<file path="src/rtl/mdio_mgmt_pkg.sv">
package mdio_mgmt_pkg;
  localparam int FRAME_BITS = 64;
  localparam int TA_FIRST   = 46;
  localparam int DATA_FIRST = 48;
  localparam int BUSY_POS   = 28;
  localparam int RVAL_POS   = 27;
  localparam int OPRD_POS   = 26;

  typedef struct packed {
    logic        op_read;
    logic [4:0]  regn;
    logic [4:0]  phy;
    logic [15:0] data;
  } mgmt_cmd_t;

  function automatic mgmt_cmd_t unpack_cmd(input logic [31:0] w);
    mgmt_cmd_t c;
    c.op_read = w[OPRD_POS];
    c.regn    = w[25:21];
    c.phy     = w[20:16];
    c.data    = w[15:0];
    return c;
  endfunction

  function automatic logic [FRAME_BITS-1:0] build_frame(input mgmt_cmd_t c);
    logic [1:0]  opc;
    logic [1:0]  ta;
    logic [15:0] payload;
    opc     = c.op_read ? 2'b10 : 2'b01;
    ta      = c.op_read ? 2'b00 : 2'b10;
    payload = c.op_read ? 16'h0000 : c.data;
    return {32'hFFFF_FFFF, 2'b01, opc, c.phy, c.regn, ta, payload};
  endfunction

  function automatic logic drives_bit(input logic [5:0] idx, input logic op_read);
    return !op_read || (int'(idx) < TA_FIRST);
  endfunction
endpackage

</file>
<file path="src/rtl/mdc_divider.sv">
module mdc_divider #(
  parameter int HALF_DIV = 2
) (
  input  logic clk,
  input  logic rst_n,
  input  logic run,
  output logic mdc,
  output logic rise_tick,
  output logic fall_tick
);
  localparam int CW = (HALF_DIV > 1) ? $clog2(HALF_DIV) : 1;
  localparam logic [CW-1:0] LAST = CW'(HALF_DIV - 1);

  logic [CW-1:0] cnt;
  logic          wrap;

  assign wrap      = run && (cnt == LAST);
  assign rise_tick = wrap && !mdc;
  assign fall_tick = wrap && mdc;

  always_ff @(posedge clk) begin
    if (!rst_n || !run) begin
      cnt <= '0;
      mdc <= 1'b0;
    end else if (wrap) begin
      cnt <= '0;
      mdc <= ~mdc;
    end else begin
      cnt <= cnt + 1'b1;
    end
  end
endmodule

</file>
<file path="src/rtl/mdio_frame_engine.sv">
module mdio_frame_engine
  import mdio_mgmt_pkg::*;
(
  input  logic        clk,
  input  logic        rst_n,
  input  logic        start,
  input  mgmt_cmd_t   cmd,
  input  logic        rise_tick,
  input  logic        fall_tick,
  input  logic        mdio_i,
  output logic        mdio_o,
  output logic        mdio_oe,
  output logic        busy,
  output logic        frame_done,
  output logic [5:0]  bit_idx,
  output logic [15:0] rd_capture
);
  logic [FRAME_BITS-1:0] shreg;
  logic                  is_read;
  logic                  last_bit;
  logic                  sample_now;

  assign last_bit   = (bit_idx == 6'(FRAME_BITS - 1));
  assign frame_done = busy && fall_tick && last_bit;
  assign sample_now = busy && rise_tick && is_read && (int'(bit_idx) >= DATA_FIRST);

  always_ff @(posedge clk) begin
    if (!rst_n) begin
      shreg      <= '0;
      is_read    <= 1'b0;
      bit_idx    <= '0;
      busy       <= 1'b0;
      mdio_o     <= 1'b1;
      mdio_oe    <= 1'b0;
      rd_capture <= '0;
    end else if (!busy) begin
      if (start) begin
        shreg   <= build_frame(cmd);
        is_read <= cmd.op_read;
        bit_idx <= '0;
        busy    <= 1'b1;
        mdio_o  <= 1'b1;
        mdio_oe <= 1'b1;
      end
    end else begin
      if (sample_now) rd_capture <= {rd_capture[14:0], mdio_i};
      if (fall_tick) begin
        if (last_bit) begin
          busy    <= 1'b0;
          mdio_oe <= 1'b0;
          mdio_o  <= 1'b1;
        end else begin
          bit_idx <= bit_idx + 6'd1;
          shreg   <= {shreg[FRAME_BITS-2:0], 1'b0};
          mdio_o  <= shreg[FRAME_BITS-2];
          mdio_oe <= drives_bit(bit_idx + 6'd1, is_read);
        end
      end
    end
  end
endmodule

</file>
<file path="src/rtl/mdio_mgmt_ctrl.sv">
module mdio_mgmt_ctrl
  import mdio_mgmt_pkg::*;
#(
  parameter int HALF_DIV = 2
) (
  input  logic        clk,
  input  logic        rst_n,
  input  logic        reg_wr,
  input  logic        reg_addr,
  input  logic [31:0] reg_wdata,
  output logic [31:0] reg_rdata,
  output logic        mdc,
  output logic        mdio_o,
  output logic        mdio_oe,
  input  logic        mdio_i
);
  mgmt_cmd_t   cmd_q;
  mgmt_cmd_t   cmd_in;
  logic        rvalid;
  logic [4:0]  phy_sel;
  logic        busy;
  logic        cmd_wr;
  logic        cmd_accept;
  logic        frame_done;
  logic        rise_tick;
  logic        fall_tick;
  logic [5:0]  bit_idx;
  logic [15:0] rd_capture;
  logic [31:0] cmd_word;

  assign cmd_in     = unpack_cmd(reg_wdata);
  assign cmd_wr     = reg_wr && !reg_addr;
  assign cmd_accept = cmd_wr && !busy;

  mdc_divider #(.HALF_DIV(HALF_DIV)) u_div (
    .clk(clk), .rst_n(rst_n), .run(busy),
    .mdc(mdc), .rise_tick(rise_tick), .fall_tick(fall_tick)
  );

  mdio_frame_engine u_eng (
    .clk(clk), .rst_n(rst_n), .start(cmd_accept), .cmd(cmd_in),
    .rise_tick(rise_tick), .fall_tick(fall_tick), .mdio_i(mdio_i),
    .mdio_o(mdio_o), .mdio_oe(mdio_oe), .busy(busy),
    .frame_done(frame_done), .bit_idx(bit_idx), .rd_capture(rd_capture)
  );

  always_ff @(posedge clk) begin
    if (!rst_n) begin
      cmd_q   <= '0;
      rvalid  <= 1'b0;
      phy_sel <= '0;
    end else begin
      if (reg_wr && reg_addr) phy_sel <= reg_wdata[4:0];
      if (cmd_accept) begin
        cmd_q  <= cmd_in;
        rvalid <= 1'b0;
      end else if (frame_done && cmd_q.op_read) begin
        cmd_q.data <= rd_capture;
        rvalid     <= 1'b1;
      end
    end
  end

  assign cmd_word  = {3'b000, busy, rvalid, cmd_q};
  assign reg_rdata = reg_addr ? {27'd0, phy_sel} : cmd_word;
endmodule

</file>
<file path="config.mk">
export PLATFORM = sky130hd
export DESIGN_NAME = mdio_mgmt_ctrl
export DESIGN_NICKNAME = d
export VERILOG_FILES = /design/src/rtl/mdio_mgmt_pkg.sv /design/src/rtl/mdc_divider.sv /design/src/rtl/mdio_frame_engine.sv /design/src/rtl/mdio_mgmt_ctrl.sv
export SDC_FILE = /design/constraint.sdc
export NUM_CORES = 1
export LEC_CHECK = 0
export BUFFER_PORTS_ARGS = -buffer_cell sky130_fd_sc_hd__buf_2
export CAP_MARGIN = 5
export CORE_ASPECT_RATIO = 0.9
export CORE_UTILIZATION = 53
export CTS_BUF_LIST = sky130_fd_sc_hd__clkbuf_4 sky130_fd_sc_hd__clkbuf_8
export CTS_CLUSTER_SIZE = 14
export DETAILED_ROUTE_END_ITERATION = 8
export GPL_ROUTABILITY_DRIVEN = 1
export PLACE_DENSITY = 0.78
export RECOVER_POWER = 100
export SYNTH_ARGS = -nofsm -noshare
export SYNTH_HDL_FRONTEND = slang
export SYNTH_SLANG_ARGS = --single-unit
</file>
<file path="constraint.sdc">
create_clock -name clk -period 1.8 [get_ports clk]
set_clock_uncertainty 0.2 [all_clocks]
set_input_delay 0.36 -clock clk [delete_from_list [all_inputs] [get_ports clk]]
set_output_delay 0.36 -clock clk [all_outputs]
set_load 0.01 [all_outputs]
</file>
## Word-level counts from Yosys, hierarchy flattened

Cells that the tools add are included.

| cells by class | value |
|---|---|
| multiplexer cells | 25 |
| $lt $le $gt $ge | 2 |
| bitwise gates (word level) | 3 |
| equality and inequality tests | 3 |
| reduce and logical (&&, ||, !) cells | 27 |
| $add $sub $neg | 2 |

Operators with widths:

| cell | number |
|---|---|
| $mux W63 | 4 |
| $mux W16 | 3 |
| $mux W29 | 1 |
| $mux W6 | 4 |
| $logic_and A1 B1 Y1 | 12 |
| $mux W1 | 11 |
| $add A6 B1 Y6 const B | 1 |
| $eq A6 B6 Y1 const B | 1 |
| $ge A6 B6 Y1 const B | 1 |
| $lt A6 B6 Y1 const B | 1 |
| $reduce_and A2 Y1 | 3 |
| $logic_not A1 Y1 | 5 |
| $mux W2 | 2 |
| $reduce_bool A2 Y1 | 2 |
| $reduce_or A2 Y1 | 2 |
| $not A1 Y1 | 3 |
| $reduce_and A3 Y1 | 1 |
| $logic_or A1 B1 Y1 | 2 |
| $ne A2 B1 Y1 const B | 1 |
| $ne A2 B2 Y1 const B | 1 |
| $add A1 B1 Y1 const B | 1 |

| storage, ports and cells | value |
|---|---|
| bits in registers | 124 |
| word-level logic and storage cells | 77 |

## Depth between registers and ports, before layout

| logic depth | value |
|---|---|
| word-level depth | 7 |
| gate-level depth with buffers | 8 |
| depth with buffers taken out | 5 |

## By module

From an unflattened synthesis, not the netlist that was laid out.

| second synthesis, totals | value |
|---|---|
| cell total of the unflattened synthesis | 553 |
| area total of the unflattened synthesis | 5240.0 um2 |

By module, submodules not included:

| module | cells each | instances | area each (um2) | sequential area each (um2) |
|---|---|---|---|---|
| mdio_frame_engine | 342 | 1 | 3548.4 | 1781.7 |
| mdio_mgmt_ctrl | 202 | 1 | 1616.6 | 660.6 |
| mdc_divider | 9 | 1 | 75.1 | 40.0 |

## Worst setup path after synthesis

OpenSTA, ideal clock, no wires.

| path | value |
|---|---|
| kind | register to register |
| start point | reg u_eng.bit_idx[0] |
| end point | reg cmd_q[11] in the netlist's numbering |
| stages on the path, launching flop included | 6 |
| data arrival time | 1574 ps |
| setup slack | -111 ps |
| data required time | 1462 ps |
| library setup time | 138 ps |
| path through | dfxtp_1 -> ha_1 -> nand4_4 -> o31ai_4 -> buf_2 -> a311oi_2 |

| on the way | value |
|---|---|
| cells in the longest elaborated chain, start to end | 4 |

RTL lines:

| element | RTL line | text |
|---|---|---|
| start: declaration | mdio_frame_engine.sv:15 | `output logic [5:0] bit_idx,` |
| start signal: assignment | mdio_frame_engine.sv:53 | `bit_idx <= bit_idx + 6'd1;` |
| $eq A6 B6 Y1 | mdio_frame_engine.sv:23 | `assign last_bit = (bit_idx == 6'(FRAME_BITS - 1));` |
| $logic_and A1 B1 Y1 | mdio_frame_engine.sv:24 | `assign frame_done = busy && fall_tick && last_bit;` |
| $logic_and A1 B1 Y1 | mdio_mgmt_ctrl.sv:57 | `end else if (frame_done && cmd_q.op_read) begin` |
| $reduce_bool A2 Y1 (no source line) | -- |  |
| end signal: assignment | mdio_mgmt_ctrl.sv:55 | `cmd_q <= cmd_in;` |
| end: declaration | mdio_mgmt_ctrl.sv:17 | `mgmt_cmd_t cmd_q;` |

No other way between the ends.
A chain may end at the register's enable or synchronous reset.

## Worst setup path after layout

| path | value |
|---|---|
| start point | reg u_eng.busy |
| end point | reg cmd_q[5] in the netlist's numbering |

| on the way | value |
|---|---|
| cells in the longest elaborated chain, start to end | 6 |

RTL lines:

| element | RTL line | text |
|---|---|---|
| start: declaration | mdio_frame_engine.sv:13 | `output logic busy,` |
| start signal: assignment | mdio_frame_engine.sv:32 | `busy <= 1'b0;` |
| start signal: assignment | mdio_frame_engine.sv:41 | `busy <= 1'b1;` |
| start signal: assignment | mdio_frame_engine.sv:49 | `busy <= 1'b0;` |
| $logic_and A1 B1 Y1 | mdc_divider.sv:17 | `assign wrap = run && (cnt == LAST);` |
| $logic_and A1 B1 Y1 | mdc_divider.sv:19 | `assign fall_tick = wrap && mdc;` |
| $logic_and A1 B1 Y1 (2 in a row) | mdio_frame_engine.sv:24 |  |
| $logic_and A1 B1 Y1 | mdio_mgmt_ctrl.sv:57 |  |
| $reduce_bool A2 Y1 (no source line) | -- |  |

Several ways; a longest one is shown, not always the timed one.

==> summary.txt <==
Run status
  • Outcome: finished, violations left
  • Violated checks: hold timing, setup timing

STA
  • Worst setup margin: -0.1336 ns
  • Minimum period implied by the final worst setup slack: 1.934 ns
  • Slew Limit Fails: 0
  • Final clock period utilization by the worst path: 107.4%
  • Final worst hold slack: -0.009497 ns
  • Setup-violating endpoint count in the final report: 50
  • Fin. Hold Viols: 1
  • Highest clock frequency the design can meet: 517.2 MHz
  • Unrepaired setup endpoints after global routing: yes

Global routing
  • Pin count of the biggest net entering global routing: 48
  • GRT Resource Usage Total: 25.66%
  • Global route total overflow: 0
  • Wire length of the first global-routing pass: 20.29 mm
  • Via count of the first global-routing pass: 4214
  • Initial antenna violation count: 0

Finish
  • Storage element area: 0.002469 sq mm
  • Highest-count cells in the layout ignoring fill and taps: 118 x sky130_fd_sc_hd__dfxtp_1, 93 x sky130_fd_sc_hd__nand2_1, 62 x sky130_fd_sc_hd__buf_2
  • Core utilization of the finished layout: 72.10%
  • Commonest non-fill, non-tap cell in the layout: sky130_fd_sc_hd__dfxtp_1
  • Footprint of the multi-input gates: 0.002516 sq mm
  • Share of post-route cells with drive strength above 1: 34.41%
  • Fin nets: 705
  • Antenna Diode Count: 0
  • FILL cells: 655
  • Signed area change from the synthesized netlist to the final layout: 29.78%

Min path
  • Type of the worst min-delay path: primary input to register
  • Startpoint of the most critical hold path: reg_wdata[0]

Clock tree
  • Clock net sink count: 123
  • Total clock buffers created by CTS: 17
  • Number of levels in the clock H-tree: 4
  • Root buffer cell: sky130_fd_sc_hd__clkbuf_8
  • TritonCTS clock tree: yes
  • Clock-pin slew on the worst setup and hold paths: 0.09 ns
  • Max Root-Sink Buffers: 2
  • Worst-skew pair later-pin latency: 0.44 ns

Placed design
  • Weighted congestion reported at the end of routability-driven placement: 0.8443
  • HPWL Detailed: 7.858 mm
  • Setup WS pre-CTS: -0.4668 ns
  • Count of input and output buffers: 63

Synthesis
  • Synthesized flop and latch total: 123
  • Synth Flop Type: sky130_fd_sc_hd__dfxtp_1
  • Post-Synth Adder-Cell Area: 0.2435%
  • Post-synthesis average cell area: 9.193 sq um
  • Number of flops mapped to enable cells by yosys: 0
  • Post-synthesis cell area: 0.005139 sq mm
  • Top-area cell type share of the netlist area: 47.92%
  • Synth Area in Compound Gates: 19.60%
  • Post-synth ARST share: 0%
  • Synth warn: 0
  • Largest area contributor in the netlist: sky130_fd_sc_hd__dfxtp_1
  • Post-synthesis instance total: 559
  • Largest cells by area after synthesis: sky130_fd_sc_hd__dfxtp_1 48%, sky130_fd_sc_hd__o221a_2 7.0%, sky130_fd_sc_hd__nand2_1 6.9%
  • Unique masters post-synth: 50
  • Basic-gate share of the synthesized area counting and, or, nand and nor cells: 19.92%
  • Share of synthesized area occupied by flip-flops and latches: 47.92%
  • Largest family of logic cells by synthesized area: simple AND/OR/NAND/NOR gates
  • Proportion of synthesized area in mux cells: 6.550%
  • Fraction of synthesized cell area in xor and xnor cells: 0.1704%

Critical path
  • Capturing element type of the critical path: register
  • Library cell contributing the largest single delay on the critical path: sky130_fd_sc_hd__or3b_4
  • Critical path data arrival time: 2.06 ns
  • Required time at the worst-slack endpoint: 1.93 ns
  • Crit path max fanout: 13
  • Critical path's top delay family: simple AND/OR/NAND/NOR gates
  • Start point of the critical path: u_eng.busy
  • Worst r2r src: u_eng.busy
  • Most used cell, CP: sky130_fd_sc_hd__buf_6
  • CP Class: register to register
  • Crit-path max cell delay: 0.42 ns
  • Launching element type of the critical path: register
  • Chain of cells forming the critical path: buf_6 > or3b_4 > buf_6 > o31ai_4 > buf_12 > nor2_1 > a311oi_1
  • Buf+Inv Stages, Crit Path: 3

Floorplanning
  • Die Outline Area: 0.01009 sq mm
  • Core Region: 0.009249 sq mm
  • Initial core utilization: 55.56%
  • I/O Pins: 72
  • Chip Height: 95.42 um
  • Row count: 33
  • Chip Width: 105.8 um

Flow run
  • Max Cap Violations: 0

Routing
  • Vias per cell: 6.004
  • Final routed DRC violation total: 0
  • Number of detailed-route iterations in the first pass: 6
  • Remaining antenna violation count: 0
  • Total number of vias: 4815
  • Routed wire length per instance: 17.79 um
  • 1st-iter DRT viols: 442
  • Overall routed net length: 14.27 mm

Pwr
  • Standby leakage power: 2.568 nW
  • Maximum resistive drop on vdd: 0.8352 mV
  • PD cells: 896.8 mW/mm^2
metal layers:
layer / vias up / routed length, um / global-route usage, %
li1: 2227 / - / -
met1: 2294 / 5836 / 32.26
met2: 247 / 7056 / 43.52
met3: 47 / 986 / 4.580
met4: 0 / 390 / 11.34
met5: - / 0 / 0
cells in the mapped netlist, drive strengths merged (3+ instances only):
cell type	n
a31oi	16
inv	4
o21ai	7
nand3	30
nand4	4
nor2b	23
nand2b	3
a21oi	33
nand2	94
and3	3
a211oi	11
buf	34
mux2	5
o221a	32
nor2	37
mux2i	28
dfxtp	123
clkbuf	20
a311oi	15
nor3	15
kinds of logic (layout without fill, tap and decap cells):
kind of cell	count (synthesis)	count (layout)
muxes	33	33
xor gates and xnor gates	1	1
AOI/OAI and AO/OA	124	125
buffers and inverters	58	176
DFF	123	123
and+or+nand+nor	218	218
adders and majority gates	1	1
other	1	3
power breakdown:
group	total (W)	switching (W)	internal [W]
Clock	0.00241	0.00127	0.00114
Combinational	0.000653	0.000338	0.000315
Sequential	0.00292	0.0000743	0.00285
worst min-delay path, cell delays in order:
cell and delay, ns:
sky130_fd_sc_hd__buf_2 0.11, sky130_fd_sc_hd__a32oi_1 0.06, sky130_fd_sc_hd__nor2_1 0.08
what timing repair did:
item / in CTS / in global routing
resized for setup: 17 / 27
endpoints found under the hold margin: 12 / 0
pin swaps: 7 / 6
endpoints found under the setup margin: 99 / 89
gates cloned: 1 / 5
setup buffers: 11 / 6
hold buffers: 12 / 0
sequential cells by signal, indices dropped and copies added (netlist names):
name / cells
u_eng.mdio_o: 1
phy_sel: 5
u_eng.rd_capture: 16
u_eng.bit_idx: 6
u_eng.shreg: 63
cmd_q: 27
u_eng.mdio_oe: 1
u_div.mdc: 1
u_div.cnt: 1
rvalid: 1
u_eng.busy: 1
per-stage QoR:
step	instances	TNS, ns	area, sq um	total power (W)
3_3_place_gp	735	-10.50	5783	0.003480
3_5_place_dp	735	-12.96	5783	0.003506
6_report	802	-1.062	6669	0.005981
2_1_floorplan	561	-0.04572	5195	0.003321
4_1_cts	791	-0.03561	6466	0.005907
5_1_grt	802	-3.810	6669	0.006166
final cells by class:
class	count	share of cell area, %
clock buffers	17	3.508
clock inverters	15	2.345
inverters	4	0.2251
multi-input cells	381	37.73
flip-flops and latches	123	37.02
well taps	122	2.289
repair buffers	140	16.89
worst paths after layout:
kind	endpoint	slack [ns]	cells past startpoint
setup reg to reg	cmd_q[5]	-0.13	7
setup / recovery	cmd_q[5]	-0.13	7
hold / removal	u_eng.shreg[0]	-0.009	3
hold reg to reg	cmd_q[24]	0.25	2
Note: power is estimated with default switching activity, not from simulation.
